**config.mk**
```make
export PLATFORM = sky130hd
export DESIGN_NAME = irq_sticky_ctrl
export DESIGN_NICKNAME = d
export VERILOG_FILES = /design/src/rtl/irq_sticky_pkg.sv /design/src/rtl/irq_reg_port.sv /design/src/rtl/irq_src_bank.sv /design/src/rtl/irq_enable_reg.sv /design/src/rtl/irq_req_gen.sv /design/src/rtl/irq_sticky_ctrl.sv
export SDC_FILE = /design/constraint.sdc
export NUM_CORES = 1
export LEC_CHECK = 0
export BUFFER_PORTS_ARGS = -buffer_cell sky130_fd_sc_hd__buf_2
export CORE_MARGIN = 10
export CORE_UTILIZATION = 41
export CTS_CLUSTER_SIZE = 16
export DETAILED_ROUTE_END_ITERATION = 10
export PLACE_DENSITY_LB_ADDON = 0.1
export SLEW_MARGIN = 20
export SYNTH_ARGS = -nofsm -noshare
export SYNTH_HDL_FRONTEND = slang
export SYNTH_HIERARCHICAL = 1
export SYNTH_SLANG_ARGS = --single-unit
```
**constraint.sdc**
```tcl
create_clock -name clk -period 1.9 [get_ports clk]
set_clock_uncertainty 0.2 [all_clocks]
set_input_delay 0.19 -clock clk [delete_from_list [all_inputs] [get_ports clk]]
set_output_delay 0.19 -clock clk [all_outputs]
set_load 0.05 [all_outputs]
```
**src/rtl/irq_sticky_pkg.sv**
```systemverilog
package irq_sticky_pkg;

    localparam int ADDR_W = 2;

    typedef enum logic [ADDR_W-1:0] {
        SEL_SRC    = 2'd0,
        SEL_EN     = 2'd1,
        SEL_EN_SET = 2'd2,
        SEL_EN_CLR = 2'd3
    } reg_sel_e;

    function automatic logic wr_hits(input logic wr, input reg_sel_e sel,
                                     input reg_sel_e target);
        return wr && (sel == target);
    endfunction

endpackage

```
**src/rtl/irq_reg_port.sv**
```systemverilog
module irq_reg_port
    import irq_sticky_pkg::*;
#(
    parameter int NUM_SRC = 6,
    parameter int DATA_W  = 32
) (
    input  logic               reg_wr_i,
    input  logic [ADDR_W-1:0]  reg_addr_i,
    input  logic [NUM_SRC-1:0] wdata_lo_i,
    input  logic [NUM_SRC-1:0] src_q_i,
    input  logic [NUM_SRC-1:0] en_q_i,
    output logic [NUM_SRC-1:0] ack_o,
    output logic [NUM_SRC-1:0] set_o,
    output logic [NUM_SRC-1:0] clr_o,
    output logic [DATA_W-1:0]  rdata_o
);

    reg_sel_e sel;

    assign sel = reg_sel_e'(reg_addr_i);

    always_comb begin
        ack_o = '0;
        set_o = '0;
        clr_o = '0;
        if (wr_hits(reg_wr_i, sel, SEL_SRC))    ack_o = wdata_lo_i;
        if (wr_hits(reg_wr_i, sel, SEL_EN_SET)) set_o = wdata_lo_i;
        if (wr_hits(reg_wr_i, sel, SEL_EN_CLR)) clr_o = wdata_lo_i;
    end

    always_comb begin
        rdata_o = '0;
        case (sel)
            SEL_SRC: rdata_o[NUM_SRC-1:0] = src_q_i;
            SEL_EN:  rdata_o[NUM_SRC-1:0] = en_q_i;
            default: rdata_o = '0;
        endcase
    end

endmodule

```
**src/rtl/irq_src_bank.sv**
```systemverilog
module irq_src_bank #(
    parameter int NUM_SRC = 6
) (
    input  logic               clk,
    input  logic               rst,
    input  logic [NUM_SRC-1:0] cause_i,
    input  logic [NUM_SRC-1:0] ack_i,
    output logic [NUM_SRC-1:0] src_q_o,
    output logic [NUM_SRC-1:0] reject_o
);

    for (genvar g = 0; g < NUM_SRC; g++) begin : g_bit
        always_ff @(posedge clk) begin
            if (rst)             src_q_o[g] <= 1'b0;
            else if (cause_i[g]) src_q_o[g] <= 1'b1;
            else if (ack_i[g])   src_q_o[g] <= 1'b0;
        end
        assign reject_o[g] = ack_i[g] & cause_i[g];
    end

endmodule

```
**src/rtl/irq_enable_reg.sv**
```systemverilog
module irq_enable_reg #(
    parameter int NUM_SRC = 6
) (
    input  logic               clk,
    input  logic               rst,
    input  logic [NUM_SRC-1:0] set_i,
    input  logic [NUM_SRC-1:0] clr_i,
    output logic [NUM_SRC-1:0] en_q_o
);

    always_ff @(posedge clk) begin
        if (rst) en_q_o <= '0;
        else     en_q_o <= (en_q_o | set_i) & ~clr_i;
    end

endmodule

```
**src/rtl/irq_req_gen.sv**
```systemverilog
module irq_req_gen #(
    parameter int NUM_SRC = 6
) (
    input  logic               clk,
    input  logic               rst,
    input  logic [NUM_SRC-1:0] src_q_i,
    input  logic [NUM_SRC-1:0] en_q_i,
    input  logic [NUM_SRC-1:0] reject_i,
    output logic               irq_o
);

    logic gap_q;

    always_ff @(posedge clk) begin
        if (rst) gap_q <= 1'b0;
        else     gap_q <= |(reject_i & en_q_i);
    end

    assign irq_o = (|(src_q_i & en_q_i)) & ~gap_q;

endmodule

```
**src/rtl/irq_sticky_ctrl.sv**
```systemverilog
module irq_sticky_ctrl
    import irq_sticky_pkg::*;
#(
    parameter int NUM_SRC = 6,
    parameter int DATA_W  = 32
) (
    input  logic               clk,
    input  logic               rst,
    input  logic [NUM_SRC-1:0] cause_i,
    input  logic               reg_wr_i,
    input  logic [ADDR_W-1:0]  reg_addr_i,
    input  logic [DATA_W-1:0]  reg_wdata_i,
    output logic [DATA_W-1:0]  reg_rdata_o,
    output logic               irq_o
);

    logic [NUM_SRC-1:0] src_q;
    logic [NUM_SRC-1:0] en_q;
    logic [NUM_SRC-1:0] ack;
    logic [NUM_SRC-1:0] en_set;
    logic [NUM_SRC-1:0] en_clr;
    logic [NUM_SRC-1:0] reject;
    logic               unused_wdata_hi;

    assign unused_wdata_hi = ^reg_wdata_i[DATA_W-1:NUM_SRC];

    irq_reg_port #(.NUM_SRC(NUM_SRC), .DATA_W(DATA_W)) u_port (
        .reg_wr_i   (reg_wr_i),
        .reg_addr_i (reg_addr_i),
        .wdata_lo_i (reg_wdata_i[NUM_SRC-1:0]),
        .src_q_i    (src_q),
        .en_q_i     (en_q),
        .ack_o      (ack),
        .set_o      (en_set),
        .clr_o      (en_clr),
        .rdata_o    (reg_rdata_o)
    );

    irq_src_bank #(.NUM_SRC(NUM_SRC)) u_src (
        .clk      (clk),
        .rst      (rst),
        .cause_i  (cause_i),
        .ack_i    (ack),
        .src_q_o  (src_q),
        .reject_o (reject)
    );

    irq_enable_reg #(.NUM_SRC(NUM_SRC)) u_en (
        .clk    (clk),
        .rst    (rst),
        .set_i  (en_set),
        .clr_i  (en_clr),
        .en_q_o (en_q)
    );

    irq_req_gen #(.NUM_SRC(NUM_SRC)) u_req (
        .clk      (clk),
        .rst      (rst),
        .src_q_i  (src_q),
        .en_q_i   (en_q),
        .reject_i (reject),
        .irq_o    (irq_o)
    );

endmodule

```
=== Word-level counts from Yosys, hierarchy flattened ===
Index checks and enable logic that the tools add are counted.

* Eq/ne operators: 3
* Multiplexer cells: 16
* Bitwise gates (word level): 13
* Reductions and logical operators: 12

{| class="wikitable"
|+ Operators by type and width
! kind !! count
|-
| AND 6 bit || 3
|-
| two-way mux 6 bit || 3
|-
| two-way mux 1 bit || 12
|-
| one-hot mux 6 bit (2 select lines) || 1
|-
| nonzero test 2 bit || 6
|-
| OR reduction 6 bit || 2
|-
| AND 1 bit || 7
|-
| NOT 6 bit || 1
|-
| bitwise OR 6 bit || 1
|-
| == test 2 bit (second input constant) || 2
|-
| logical AND 1 bit || 3
|-
| == test 2 x 1 -> 1 bit (second input constant) || 1
|-
| zero test 2 bit || 1
|-
| NOT 1 bit || 1
|}

* Bits in registers: 13
* Input port bits: 43
* Output and inout port bits: 33
* Word-level logic and storage cells: 52

=== Longest topological paths before layout ===
* Depth after elaboration: 6
* Gate-level depth with buffers: 7
* Gate-level depth less buffers: 5

=== Cells and area by module ===
The synthesis kept the hierarchy.

{| class="wikitable"
|+ Modules (own cells, without submodules)
! module !! times used !! cells an instance !! area each (um^2) !! seq. area each (um^2)
|-
| irq_reg_port || 1 || 69 || 421.7 || 0.0
|-
| irq_src_bank || 1 || 30 || 255.2 || 120.1
|-
| irq_enable_reg || 1 || 18 || 177.7 || 120.1
|-
| irq_req_gen || 1 || 9 || 77.6 || 20.0
|}

=== Least setup slack after synthesis ===
OpenSTA, ideal clock, no wires.

* Path type: reg2out
* Start: reg u_en.en_q_o[3]
* End: out irq_o
* Arrival time: 1.321 ns
* Data required time: 1.510 ns
* Setup slack: 0.189 ns
* Cell stages (with the launch flop): 3
* Buffers on the path: 0
* Cell sequence: dfxtp_1 a22oi_1 a31oi_1

* Cells in the longest elaborated chain, start to end: 3

{| class="wikitable"
|+ RTL lines
! item !! line !! text
|-
| start: declaration || irq_enable_reg.sv:8 || <nowiki>output logic [NUM_SRC-1:0] en_q_o</nowiki>
|-
| start signal: assignment || irq_enable_reg.sv:13 || <nowiki>else en_q_o <= (en_q_o | set_i) & ~clr_i;</nowiki>
|-
| AND 6 bit || irq_req_gen.sv:19 || <nowiki>assign irq_o = (|(src_q_i & en_q_i)) & ~gap_q;</nowiki>
|-
| OR reduction 6 bit || irq_req_gen.sv:19 ||
|-
| AND 1 bit || irq_req_gen.sv:19 ||
|-
| end: declaration || irq_sticky_ctrl.sv:14 || <nowiki>output logic irq_o</nowiki>
|}

No other way between the ends.

=== Worst setup path in the final report ===
* Start: reg u_en.en_q_o[1]
* End: out irq_o

The elaborated chain is that of the path after synthesis.

==> metrics.csv <==
metric,value,unit
"Area growth, synth to finish",11.7,%
clock-pin slew on the worst setup and hold paths,0.08,ns
wire per inst,12.6,um
min-delay src,reg_wdata_i[1],
RSZ-0062 raised after global routing,no,
Setup CP Type,reg -> out,
CTS resizes,0,
Mapped Avg Cell Area,7.40,sq um
Crit Path Max Fanout,4,
root buf cell,clkbuf_4,
Max Cap Violations,0,
number of diodes,0,
Crit. Startpoint,u_en/en_q_o[1]$_SDFF_PP0_,
largest net degree at the start of global routing,14,
Placeable Area,2190,sq um
Final HPWL DP,1.84,mm
initial antenna violation count,0,
synthesized cell area,932,sq um
P per Cell Area,682,nW/um^2
CTS sink count,13,
number of distinct library cells after synthesis,16,
area of the die,4580,sq um
status,"complete, no violations",
CP Cell Sequence,"a22oi_1, a31oi_1, buf_2",
Period minus WS final,1.63,ns
final hold violation count,0,
worst endpoint data arrival time,1.24,ns
# rows,17,
layout cells sized above 1,21.8,%
antenna-violating nets left,0,
placed cell count,174,
synth warn,6,
Lkg Pwr,0.528,nW
insertion delay to the later sink of the worst-skew pair,0.28,ns
fin crit share,85.8,%
initial core utilization,42.5,%
GR Util All Layers,10.4,%
Critical Path RT,1.51,ns
CTS tree,done,
fin. max-slew vios,0,
setup TNS,0,ns
cell family with most CP delay,flip-flops,
CP Capture Type,primary output,
nets,200,
Placer Congestion,0.751,
"Hold-fix buffers, CTS",6,
Iteration-0 DRC Markers,17,
Die Span Y,67.7,um
endpoints failing setup,0,
clock buffers created by TritonCTS,3,
Post-Syn Instances,126,
Die X,67.7,um
clock tree buffer depth,2,
Peak VDD IR,0.362,mV
"Remaining Overflow, GRT",0,
H-tree Lvls,1,
synthesis-stage register bit count,13,
setup repair bufs after CTS,0,
Max stage delay on crit path,0.39,ns
Critical Path Start Type,flop,
Post-route DRC,0,
final non-filler cell total,184,
Slowest cell on crit path,dfxtp_1,
RR Startpoint,u_en/en_q_o[3]$_SDFF_PP0_,
number of buffers added on ports,23,
first-pass GRT wire length,3.63,mm
"Seq/Total Area, Yosys",27.9,%
DR pass1 iterations,4,
Hold Crit Class,in -> reg,
vias per cell,4.30,
vias in the first global route,785,
DR vias,791,
num ports,76,
crit path buf inv count,1,
Fmax,613,MHz
final WL,2.32,mm
-- cell usage in the layout (no fill, tap or decap) --
master / count
buf_2: 23
nand2b_1: 7
nor3_1: 5
nor3_2: 1
inv_1: 6
nor2_1: 30
and2_2: 6
clkbuf_4: 3
mux2i_1: 6
or2_1: 1
nand2_1: 7
a22oi_1: 6
conb_1: 26
dlygate4sd3_1: 6
a21oi_1: 6
a31oi_1: 2
clkbuf_1: 1
buf_4: 1
dfxtp_1: 13
-- kinds of logic (layout without fill, tap and decap cells) --
| kind of cell | Yosys count | in the layout | share of synthesized area, % |
|---|---|---|---|
| mux | 6 | 6 | 6.44 |
| buf+inv | 35 | 40 | 27.0 |
| other cells | 1 | 26 | 0.402 |
| compound gates | 14 | 14 | 9.40 |
| simple gates | 57 | 57 | 28.9 |
| flops | 13 | 13 | 27.9 |
-- final timing paths --
path / endpoint / slack [ns] / depth (start not counted)
max: irq_o / 0.27 / 3
max reg2reg: u_req/gap_q$_SDFF_PP0_ / 0.93 / 2
min reg2reg: u_src/src_q_o[1]$_SDFFE_PP0P_ / 0.29 / 2
min: u_en/en_q_o[1]$_SDFF_PP0_ / 0.05 / 4
-- registers in the layout (all words and copies together) (netlist names) --
name and count:
u_req/gap_q 1, u_en/en_q_o 6, u_src/src_q_o 6
-- metrics by stage --
| step | setup slack [ns] | cell area [sq um] | power [mW] | utilization (%) | hold slack (ns) |
|---|---|---|---|---|---|
| after global routing | 0.183 | 1040 | 0.761 | 47.5 | 0.0684 |
| after global placement | 0.325 | 955 | 0.530 | 43.6 | 0.232 |
| final | 0.270 | 1040 | 0.710 | 47.5 | 0.0526 |
| after detailed placement | 0.329 | 955 | 0.532 | 43.6 | 0.239 |
| after floorplan | 0.189 | 1030 | 0.536 | - | 0.0591 |
| after CTS | 0.252 | 1040 | 0.721 | 47.5 | 0.0398 |
-- power by group --
group	total [mW]	internal (mW)	switching, mW
registers	0.297	0.286	0.0113
clock network	0.173	0.0813	0.0913
logic	0.240	0.0495	0.191
-- Yosys cell counts --
library cell / count / area (sq um)
a21oi_1: 6 / 30.0
a22oi_1: 6 / 45.0
a31oi_1: 2 / 12.5
and2_2: 6 / 45.0
buf_4: 26 / 195
buf_6: 3 / 33.8
conb_1: 1 / 3.75
dfxtp_1: 13 / 260
inv_1: 6 / 22.5
mux2i_1: 6 / 60.1
nand2_1: 7 / 26.3
nand2b_1: 7 / 43.8
nor2_1: 30 / 113
nor3_1: 5 / 25.0
nor3_2: 1 / 10.0
or2_1: 1 / 6.26
-- metal layers --
layer  up-vias  wire length, um  global-route usage, %  share of wire [%]
li1        414                -                      -                  -
met1       350              960                   12.1                 41
met2        25             1080                   16.1                 47
met3         2              262                   3.97                 11
met4         0               14                   5.38               0.60
met5         -                0                      0                  0
-- cell type report --
type,count,area [sq um]
inverter,6,22.5
fill,247,1150
sequential,13,260
clock buffer,4,26.3
timing repair buffer,30,183
tap,28,35.0
multi-input combinational,103,514
-- worst reg2reg max path, cell delays in order (launching register included) --
cell and delay, ns:
dfxtp_1 0.34, a22oi_1 0.21, a31oi_1 0.10
Note: power is estimated with default switching activity, not from simulation.
